File: src/rtl/flash_cmd_pkg.sv
package flash_cmd_pkg;

   localparam logic [7:0] BYTE_UNLK_A  = 8'hAA;
   localparam logic [7:0] BYTE_UNLK_B  = 8'h55;
   localparam logic [7:0] BYTE_RESET   = 8'hF0;
   localparam logic [7:0] BYTE_PROG    = 8'hA0;
   localparam logic [7:0] BYTE_ERASE   = 8'h80;
   localparam logic [7:0] BYTE_IDENT   = 8'h90;
   localparam logic [7:0] BYTE_SUSPEND = 8'hB0;
   localparam logic [7:0] BYTE_RESUME  = 8'h30;
   localparam logic [7:0] BYTE_BYPASS  = 8'h20;
   localparam logic [7:0] BYTE_CHIP    = 8'h10;
   localparam logic [7:0] BYTE_SECTOR  = 8'h30;

   localparam logic [11:0] LOW_ADDR_A = 12'h555;
   localparam logic [11:0] LOW_ADDR_B = 12'hAAA;

   typedef enum logic [1:0] {
      MODE_READ = 2'd0,
      MODE_SEQ  = 2'd1,
      MODE_ID   = 2'd2,
      MODE_BYP  = 2'd3
   } fmode_e;

   typedef enum logic [2:0] {
      ST_IDLE,
      ST_UNL1,
      ST_UNL2,
      ST_PROG,
      ST_ERS1,
      ST_ERS2,
      ST_ERS3,
      ST_IDRD
   } fstate_e;

   typedef struct packed {
      logic reset;
      logic prog;
      logic chip_erase;
      logic sect_erase;
      logic suspend;
      logic resume;
      logic read_id;
      logic read_prot;
   } cmd_pulse_t;

endpackage

File: src/rtl/fcd_wr_detect.sv
// Synchroniser plus rising-edge detector for the asynchronous write strobe.
module fcd_wr_detect #(
   parameter int SYNC_STAGES = 2
) (
   input  logic clk_i,
   input  logic rst_ni,
   input  logic wr_ni,
   output logic evt_o
);
   logic [SYNC_STAGES-1:0] sync_q;
   logic                   prev_q;

   generate
      if (SYNC_STAGES == 1) begin : g_single
         always_ff @(posedge clk_i or negedge rst_ni) begin
            if (!rst_ni) sync_q <= '1;
            else         sync_q <= wr_ni;
         end
      end else begin : g_chain
         always_ff @(posedge clk_i or negedge rst_ni) begin
            if (!rst_ni) sync_q <= '1;
            else         sync_q <= {sync_q[SYNC_STAGES-2:0], wr_ni};
         end
      end
   endgenerate

   always_ff @(posedge clk_i or negedge rst_ni) begin
      if (!rst_ni) prev_q <= 1'b1;
      else         prev_q <= sync_q[SYNC_STAGES-1];
   end

   assign evt_o = sync_q[SYNC_STAGES-1] & ~prev_q;
endmodule

File: src/rtl/fcd_sel_route.sv
// Picks the target bank from the select groups and encodes the sector index.
module fcd_sel_route #(
   parameter int PRI_W  = 8,
   parameter int SEC_W  = 4,
   parameter int SECT_W = 3
) (
   input  logic [PRI_W-1:0]  psel_i,
   input  logic [SEC_W-1:0]  ssel_i,
   output logic              any_o,
   output logic              bank_o,
   output logic [SECT_W-1:0] sector_o
);
   logic [SECT_W-1:0] pri_idx;
   logic [SECT_W-1:0] sec_idx;

   always_comb begin
      pri_idx = '0;
      for (int i = PRI_W - 1; i >= 0; i--) begin
         if (psel_i[i]) pri_idx = SECT_W'(i);
      end
   end

   always_comb begin
      sec_idx = '0;
      for (int i = SEC_W - 1; i >= 0; i--) begin
         if (ssel_i[i]) sec_idx = SECT_W'(i);
      end
   end

   assign any_o    = (|psel_i) | (|ssel_i);
   assign bank_o   = ~(|psel_i);
   assign sector_o = (|psel_i) ? pri_idx : sec_idx;
endmodule

File: src/rtl/fcd_timeout.sv
// Inter-byte gap counter; fires when a partial sequence sits idle too long.
module fcd_timeout #(
   parameter int TIMEOUT_CYC = 64
) (
   input  logic clk_i,
   input  logic rst_ni,
   input  logic run_i,
   input  logic restart_i,
   output logic expire_o
);
   localparam int CNT_W = (TIMEOUT_CYC > 2) ? $clog2(TIMEOUT_CYC) : 1;
   localparam logic [CNT_W-1:0] LAST = CNT_W'(TIMEOUT_CYC - 1);

   logic [CNT_W-1:0] cnt_q;

   assign expire_o = run_i & ~restart_i & (cnt_q == LAST);

   always_ff @(posedge clk_i or negedge rst_ni) begin
      if (!rst_ni)                              cnt_q <= '0;
      else if (!run_i || restart_i || expire_o) cnt_q <= '0;
      else                                      cnt_q <= cnt_q + 1'b1;
   end
endmodule

File: src/rtl/fcd_seq_fsm.sv
// Command sequence state machine with registered command pulses.
module fcd_seq_fsm
   import flash_cmd_pkg::*;
#(
   parameter int ADDR_W  = 16,
   parameter int MATCH_W = 12,
   parameter int SECT_W  = 3
) (
   input  logic              clk_i,
   input  logic              rst_ni,
   input  logic              acc_i,
   input  logic              expire_i,
   input  logic [ADDR_W-1:0] addr_i,
   input  logic [7:0]        data_i,
   input  logic              bank_i,
   input  logic [SECT_W-1:0] sector_i,
   output cmd_pulse_t        pulse_o,
   output logic              bank_o,
   output logic [SECT_W-1:0] sector_o,
   output logic [ADDR_W-1:0] addr_o,
   output logic [7:0]        data_o,
   output fmode_e            mode_o,
   output logic              partial_o
);
   fstate_e    st_q, st_n;
   logic       byp_q, byp_n;
   cmd_pulse_t pls_n;
   logic       is_a, is_b, cmd_phase;

   assign is_a      = addr_i[MATCH_W-1:0] == MATCH_W'(LOW_ADDR_A);
   assign is_b      = addr_i[MATCH_W-1:0] == MATCH_W'(LOW_ADDR_B);
   assign cmd_phase = (st_q == ST_UNL2) || (st_q == ST_IDLE && byp_q);

   always_comb begin
      st_n  = st_q;
      byp_n = byp_q;
      pls_n = '0;
      if (expire_i) begin
         st_n  = ST_IDLE;
         byp_n = 1'b0;
      end else if (acc_i) begin
         if (cmd_phase) begin
            st_n = ST_IDLE;
            unique case (data_i)
               BYTE_RESET:   begin pls_n.reset = 1'b1; byp_n = 1'b0; end
               BYTE_PROG:    st_n = ST_PROG;
               BYTE_ERASE:   st_n = byp_q ? ST_ERS3 : ST_ERS1;
               BYTE_SUSPEND: pls_n.suspend = 1'b1;
               BYTE_RESUME:  pls_n.resume = 1'b1;
               BYTE_BYPASS:  byp_n = 1'b1;
               BYTE_IDENT: begin
                  if (!is_a) begin
                     pls_n.read_prot = 1'b1;
                     st_n = ST_IDRD;
                  end else if (!bank_i) begin
                     pls_n.read_id = 1'b1;
                     st_n = ST_IDRD;
                  end else begin
                     byp_n = 1'b0;
                  end
               end
               default:      byp_n = 1'b0;
            endcase
         end else begin
            unique case (st_q)
               ST_IDLE: if (data_i == BYTE_UNLK_A && is_a) st_n = ST_UNL1;
               ST_UNL1, ST_ERS2: begin
                  if (data_i == BYTE_UNLK_B && is_b) begin
                     st_n = (st_q == ST_UNL1) ? ST_UNL2 : ST_ERS3;
                  end else begin
                     st_n = ST_IDLE; byp_n = 1'b0;
                  end
               end
               ST_ERS1: begin
                  if (data_i == BYTE_UNLK_A && is_a) st_n = ST_ERS2;
                  else begin st_n = ST_IDLE; byp_n = 1'b0; end
               end
               ST_PROG: begin
                  pls_n.prog = 1'b1;
                  st_n = ST_IDLE;
               end
               ST_ERS3: begin
                  st_n = ST_IDLE;
                  if (data_i == BYTE_CHIP && is_a)  pls_n.chip_erase = 1'b1;
                  else if (data_i == BYTE_SECTOR)   pls_n.sect_erase = 1'b1;
                  else                              byp_n = 1'b0;
               end
               ST_IDRD: begin
                  st_n  = ST_IDLE;
                  byp_n = 1'b0;
                  if (data_i == BYTE_RESET) pls_n.reset = 1'b1;
               end
               default: begin st_n = ST_IDLE; byp_n = 1'b0; end
            endcase
         end
      end
   end

   always_ff @(posedge clk_i or negedge rst_ni) begin
      if (!rst_ni) begin
         st_q    <= ST_IDLE;
         byp_q   <= 1'b0;
         pulse_o <= '0;
      end else begin
         st_q    <= st_n;
         byp_q   <= byp_n;
         pulse_o <= pls_n;
      end
   end

   always_ff @(posedge clk_i or negedge rst_ni) begin
      if (!rst_ni) begin
         bank_o   <= 1'b0;
         sector_o <= '0;
         addr_o   <= '0;
         data_o   <= '0;
      end else if (|pls_n) begin
         bank_o   <= bank_i;
         sector_o <= sector_i;
         addr_o   <= addr_i;
         data_o   <= data_i;
      end
   end

   always_comb begin
      unique case (st_q)
         ST_IDLE: mode_o = byp_q ? MODE_BYP : MODE_READ;
         ST_IDRD: mode_o = MODE_ID;
         default: mode_o = MODE_SEQ;
      endcase
   end

   assign partial_o = (st_q != ST_IDLE) && (st_q != ST_IDRD);
endmodule

File: src/rtl/flash_cmd_decoder.sv
module flash_cmd_decoder
   import flash_cmd_pkg::*;
#(
   parameter int ADDR_W      = 16,
   parameter int MATCH_W     = 12,
   parameter int PRI_W       = 8,
   parameter int SEC_W       = 4,
   parameter int SYNC_STAGES = 2,
   parameter int TIMEOUT_CYC = 64,
   localparam int SEL_MAX    = (PRI_W > SEC_W) ? PRI_W : SEC_W,
   localparam int SECT_W     = (SEL_MAX > 1) ? $clog2(SEL_MAX) : 1
) (
   input  logic              clk_i,
   input  logic              rst_ni,
   input  logic              lockout_i,
   input  logic              wr_ni,
   input  logic [ADDR_W-1:0] addr_i,
   input  logic [7:0]        data_i,
   input  logic [PRI_W-1:0]  psel_i,
   input  logic [SEC_W-1:0]  ssel_i,
   output logic              cmd_reset_o,
   output logic              cmd_prog_o,
   output logic              cmd_chip_erase_o,
   output logic              cmd_sect_erase_o,
   output logic              cmd_suspend_o,
   output logic              cmd_resume_o,
   output logic              cmd_read_id_o,
   output logic              cmd_read_prot_o,
   output logic              cmd_bank_o,
   output logic [SECT_W-1:0] cmd_sector_o,
   output logic [ADDR_W-1:0] cmd_addr_o,
   output logic [7:0]        cmd_data_o,
   output logic [1:0]        mode_o
);
   generate
      if (MATCH_W < 12 || MATCH_W > ADDR_W) begin : g_bad_match
         $error("MATCH_W must lie between 12 and ADDR_W");
      end
      if (SYNC_STAGES < 1) begin : g_bad_sync
         $error("SYNC_STAGES must be at least 1");
      end
      if (TIMEOUT_CYC < 2) begin : g_bad_timeout
         $error("TIMEOUT_CYC must be at least 2");
      end
      if (PRI_W < 1 || SEC_W < 1) begin : g_bad_sel
         $error("each select group needs at least one line");
      end
   endgenerate

   logic              wr_evt;
   logic              any_sel;
   logic              sel_bank;
   logic [SECT_W-1:0] sel_sector;
   logic              wr_acc;
   logic              seq_partial;
   logic              seq_expire;
   cmd_pulse_t        pulses;
   fmode_e            mode_q;

   fcd_wr_detect #(.SYNC_STAGES(SYNC_STAGES)) u_wr (
      .clk_i (clk_i),
      .rst_ni(rst_ni),
      .wr_ni (wr_ni),
      .evt_o (wr_evt)
   );

   fcd_sel_route #(.PRI_W(PRI_W), .SEC_W(SEC_W), .SECT_W(SECT_W)) u_route (
      .psel_i  (psel_i),
      .ssel_i  (ssel_i),
      .any_o   (any_sel),
      .bank_o  (sel_bank),
      .sector_o(sel_sector)
   );

   assign wr_acc = wr_evt & any_sel & ~lockout_i;

   fcd_timeout #(.TIMEOUT_CYC(TIMEOUT_CYC)) u_to (
      .clk_i    (clk_i),
      .rst_ni   (rst_ni),
      .run_i    (seq_partial),
      .restart_i(wr_acc),
      .expire_o (seq_expire)
   );

   fcd_seq_fsm #(.ADDR_W(ADDR_W), .MATCH_W(MATCH_W), .SECT_W(SECT_W)) u_fsm (
      .clk_i    (clk_i),
      .rst_ni   (rst_ni),
      .acc_i    (wr_acc),
      .expire_i (seq_expire),
      .addr_i   (addr_i),
      .data_i   (data_i),
      .bank_i   (sel_bank),
      .sector_i (sel_sector),
      .pulse_o  (pulses),
      .bank_o   (cmd_bank_o),
      .sector_o (cmd_sector_o),
      .addr_o   (cmd_addr_o),
      .data_o   (cmd_data_o),
      .mode_o   (mode_q),
      .partial_o(seq_partial)
   );

   assign cmd_reset_o      = pulses.reset;
   assign cmd_prog_o       = pulses.prog;
   assign cmd_chip_erase_o = pulses.chip_erase;
   assign cmd_sect_erase_o = pulses.sect_erase;
   assign cmd_suspend_o    = pulses.suspend;
   assign cmd_resume_o     = pulses.resume;
   assign cmd_read_id_o    = pulses.read_id;
   assign cmd_read_prot_o  = pulses.read_prot;
   assign mode_o           = mode_q;
endmodule

File: config.mk
export PLATFORM = sky130hd
export DESIGN_NAME = flash_cmd_decoder
export DESIGN_NICKNAME = d
export VERILOG_FILES = /design/src/rtl/flash_cmd_pkg.sv /design/src/rtl/fcd_wr_detect.sv /design/src/rtl/fcd_sel_route.sv /design/src/rtl/fcd_timeout.sv /design/src/rtl/fcd_seq_fsm.sv /design/src/rtl/flash_cmd_decoder.sv
export SDC_FILE = /design/constraint.sdc
export NUM_CORES = 1
export LEC_CHECK = 0
export BUFFER_PORTS_ARGS = -buffer_cell sky130_fd_sc_hd__buf_2
export CELL_PAD_IN_SITES_DETAIL_PLACEMENT = 0
export CELL_PAD_IN_SITES_GLOBAL_PLACEMENT = 1
export CORE_MARGIN = 4
export CORE_UTILIZATION = 40
export DETAILED_ROUTE_END_ITERATION = 6
export GPL_TIMING_DRIVEN = 0
export PLACE_DENSITY = 0.91
export SYNTH_ARGS = -nofsm -noshare
export SYNTH_HDL_FRONTEND = slang
export SYNTH_HIERARCHICAL = 1
export SYNTH_SLANG_ARGS = --single-unit
File: constraint.sdc
create_clock -name clk_i -period 3.3 [get_ports clk_i]
set_input_delay 0.165 -clock clk_i [delete_from_list [all_inputs] [get_ports clk_i]]
set_output_delay 0.165 -clock clk_i [all_outputs]
set_load 0.005 [all_outputs]
==> metrics.log <==
[metrics] die boundary height: 88.93 µm
[metrics] Logic pwr share: 6.7%
[metrics] number of vias per cell: 5.465
[metrics] worst setup timing slack at the placement stage: -0.5901 ns
[metrics] number of nets in the final layout: 350
[metrics] capture point of the worst reg-to-reg path: u_fsm/addr_o[2]
[metrics] I/O pin cnt: 78
[metrics] Net Switching: 0.2539 mW
[metrics] wire length of the first global-routing pass: 10040 µm
[metrics] fraction of power spent switching nets: 21.24%
[metrics] Max Cap Violations: 0
[metrics] routed wirelength normalized by instance count: 16.30 µm
[metrics] number of distinct library cells after synthesis: 58
[metrics] Detail Placement HPWL: 4761 µm
[metrics] element type at the critical path end: register
[metrics] max frequency: 0.3257 GHz
[metrics] sinks on the clock net: 49
[metrics] via count of the first global-routing pass: 2063
[metrics] synthesized net count: 265
[metrics] final antenna diode count: 0
[metrics] fraction of layout instances using a drive strength above 1: 43.87%
[metrics] final-report setup violation count: 0
[metrics] Pwr Total: 1.196 mW
[metrics] Hold/Removal Path Class: primary input to async pin
[metrics] H-tree depth reported by CTS: 2
[metrics] Internal: 0.9416 mW
[metrics] prevailing post-synth register cell: dfrtp_1
[metrics] required time reported for the critical path endpoint: 3.49 ns
[metrics] Critical R2R Launch: u_fsm/st_q[0]
[metrics] startpoint type of the worst setup path: primary input
[metrics] crit path time final: 3.070 ns
[metrics] share of the cycle needed by the critical path after routing: 93.04%
[metrics] overflow left after global routing: 0
[metrics] proportion of synthesized chip area in sequential cells: 46.94%
[metrics] total wire length after detailed routing: 6309 µm
[metrics] logic depth of the worst register-to-register path: 12
[metrics] final setup skew: 0.009131 ns
[metrics] global-route usage over all layers: 16.36%
[metrics] leakage power: 1.604 nW
[metrics] initial antenna violation count: 0
[metrics] clock network fraction of total power: 42.7%
[metrics] Antenna Nets Post-Route: 0
[metrics] Max Transition Viols Final: 0
[metrics] routability cong.: 0.9111
[metrics] proportion of power drawn by flip-flops and latches: 50.6%
[metrics] horizontal extent of the die: 88.93 µm
[metrics] Worst Setup Path Type: primary input to register
[metrics] Seq cells post-synth: 49
[metrics] Final Hold Viols: 0
[metrics] async set-or-reset flop fraction in the synthesized netlist: 100.0%
[metrics] register-to-register path setup slack: 0.28 ns
[metrics] Worst Path Arrival: 3.26 ns
[metrics] starting density of the core: 41.26%
[metrics] slew of the pin with the lowest slew margin: 1.063 ns
[metrics] TritonCTS clock tree: done
[metrics] cell area after synthesis: 2620 µm²
[metrics] core region area: 6350 µm²
[metrics] unrepaired setup endpoints after global routing: no
[metrics] worst setup path end: u_fsm/addr_o[2]
[metrics] count of flip-flops with a built-in enable after synthesis: 0
[metrics] worst vdd rail ir drop: 0.2195 mV
[metrics] synthesized instance count: 224
[metrics] total clock buffers created by CTS: 5
[metrics] power density cells: 366.1 nW/µm²
[metrics] clock latency reported for the late side of the worst-skew pair: 0.30 ns
[metrics] pin count of the biggest net entering global routing: 50
[metrics] Port Buffer Count: 75
[metrics] First DRT Iteration DRCs: 97
[metrics] critical path fanouts, max: 10
[metrics] final hold slack: 0.04700 ns
[metrics] average instance area after synthesis: 11.70 µm²
[metrics] DRT Pass-1 Iters: 4
[metrics] warning count from the yosys run: 6
[metrics] Area Growth Syn to Fin: 24.64%
[metrics] post-route setup slack: 0.2298 ns
[metrics] Worst Setup SP: psel_i[0]
[metrics] total number of vias: 2115
[metrics] final core utilization: 51.43%
[metrics] Root Buffer: clkbuf_8
[metrics] Die Area: 7909 µm²
[metrics] DRC viols: 0
[metrics] run status: completed
[metrics] Rows: 29
[metrics] clock-pin slew reported for the worst setup and hold paths after clock tree synthesis: 0.10 ns
[metrics] deepest clock path buffer count: 2
[metrics] Slew HR: 29.12%
[final cells by class]
cell class / instances / area, µm²
multi-input combinational: 159 / 1308
inverter: 9 / 33.78
clock buffer: 5 / 68.82
timing repair buffer: 78 / 400.4
sequential: 49 / 1230
fill: 569 / 3084
clock inverter: 3 / 68.82
tap: 77 / 96.34
buffer: 7 / 60.06
[state kept, by name, indices dropped and copies added (netlist names), 2 cells and up]
register and cells:
u_fsm/st_q 3, u_to/cnt_q 6, u_fsm/pulse_o 8, u_fsm/sector_o 3, u_wr/sync_q 2, u_fsm/data_o 8, u_fsm/addr_o 16
[how the worst min path moves through the flow]
stage,startpoint,end,slack [ns],depth (start not counted)
6_report,rst_ni,u_fsm/addr_o[11],0.05,1
5_1_grt,addr_i[13],u_fsm/addr_o[13],0.07,2
4_1_cts,addr_i[14],u_fsm/addr_o[14],0.07,2
3_5_place_dp,wr_ni,u_wr/sync_q[0],0.27,1
3_3_place_gp,wr_ni,u_wr/sync_q[0],0.27,1
2_1_floorplan,rst_ni,u_fsm/addr_o[0],-0.13,0
[through the flow]
stage	cells	TNS [ns]	cell area, µm²
final	387	0	3266
after global routing	387	0	3266
after CTS	385	0	3244
after detailed placement	376	-14.19	3092
after global placement	376	-13.60	3092
after floorplan	224	0	2620
[per-layer routing]
| layer | part of all wire [%] | GRT usage (%) | up-vias |
|---|---|---|---|
| met5 | 0 | 0 | - |
| met4 | 1.6 | 5.142 | 0 |
| met3 | 8.1 | 4.332 | 8 |
| met2 | 46 | 25.98 | 89 |
| met1 | 44 | 21.94 | 1024 |
| li1 | - | - | 994 |
[power groups by stage]
stage / Combinational [mW] / Clock, mW / Sequential [mW]
5_1_grt: 0.0900 / 0.551 / 0.606
6_report: 0.0803 / 0.510 / 0.605
2_1_floorplan: 0.0271 / 0 / 0.617
3_3_place_gp: 0.0777 / 0 / 0.617
3_5_place_dp: 0.0794 / 0 / 0.617
4_1_cts: 0.0804 / 0.527 / 0.605
[timing repair]
action | 4_1_cts | 5_1_grt
resized for setup | 1 | 1
setup endpoints to repair | 26 | 26
buffers inserted | 0 | 2
pin swaps | 0 | 1
hold endpoints to repair | 1 | 0
hold buffers | 1 | 0
[critical path, cell delays in order]
cell      delay (ns)
buf_2           0.12
nor4_2          0.36
nand3b_1        0.17
or4_1           0.41
and3b_1         0.23
nand2b_1        0.24
nor3_4          0.24
nand2b_1        0.17
nor3_1          0.08
o21ba_2         0.31
nand4_4         0.23
buf_12          0.25
mux2_4          0.29
[cells in the final DEF, fill, tap and decap left out, types with 2 or more instances in the layout]
master and instances:
nor2_1 17, mux2_4 20, nand3_1 8, clkbuf_1 4, o2111ai_1 2, inv_1 9, or2_2 3, nor4bb_1 5
and2_1 2, nor2b_1 9, buf_4 2, o31ai_1 2, dfrtp_1 46, and4bb_2 3, buf_12 2, xor2_1 2
nor4_1 3, o21ai_0 4, nand2b_1 4, a211oi_1 2, or3_1 5, o32ai_1 2, nand2_1 7, o221ai_1 2
clkbuf_8 5, dfstp_2 3, a21oi_1 7, and3_1 2, o21bai_1 2, bufinv_16 2, nor4_2 2, mux2i_1 4
mux2_2 5, nor3_1 8, buf_2 76
[cell families after synthesis]
kind of cell               count (synthesis)  share of synthesized area [%]
AOI/OAI and AO/OA                         33                          9.264
adders and majority gates                  1                         0.4775
xor gates and xnor gates                   3                          1.003
muxes                                     30                          15.57
DFF                                       49                          46.94
buffers and inverters                     16                          3.581
and+or+nand+nor                           92                          23.16
[synthesized netlist by cell type, drive strengths merged (4+ instances only)]
master	number	share of area [%]
or3	5	1.2
dfrtp	46	44
nor2b	10	2.7
a21oi	8	1.7
nor4bb	5	1.9
clkbuf	4	0.57
nand2	7	1.0
o21ai	5	0.95
nand2b	4	0.95
nand3	9	1.9
nor3	10	2.1
inv	9	1.3
mux2	26	14
mux2i	4	1.5
nor4	5	1.7
nor2	18	2.7
Note: power is estimated with default switching activity, not from simulation.
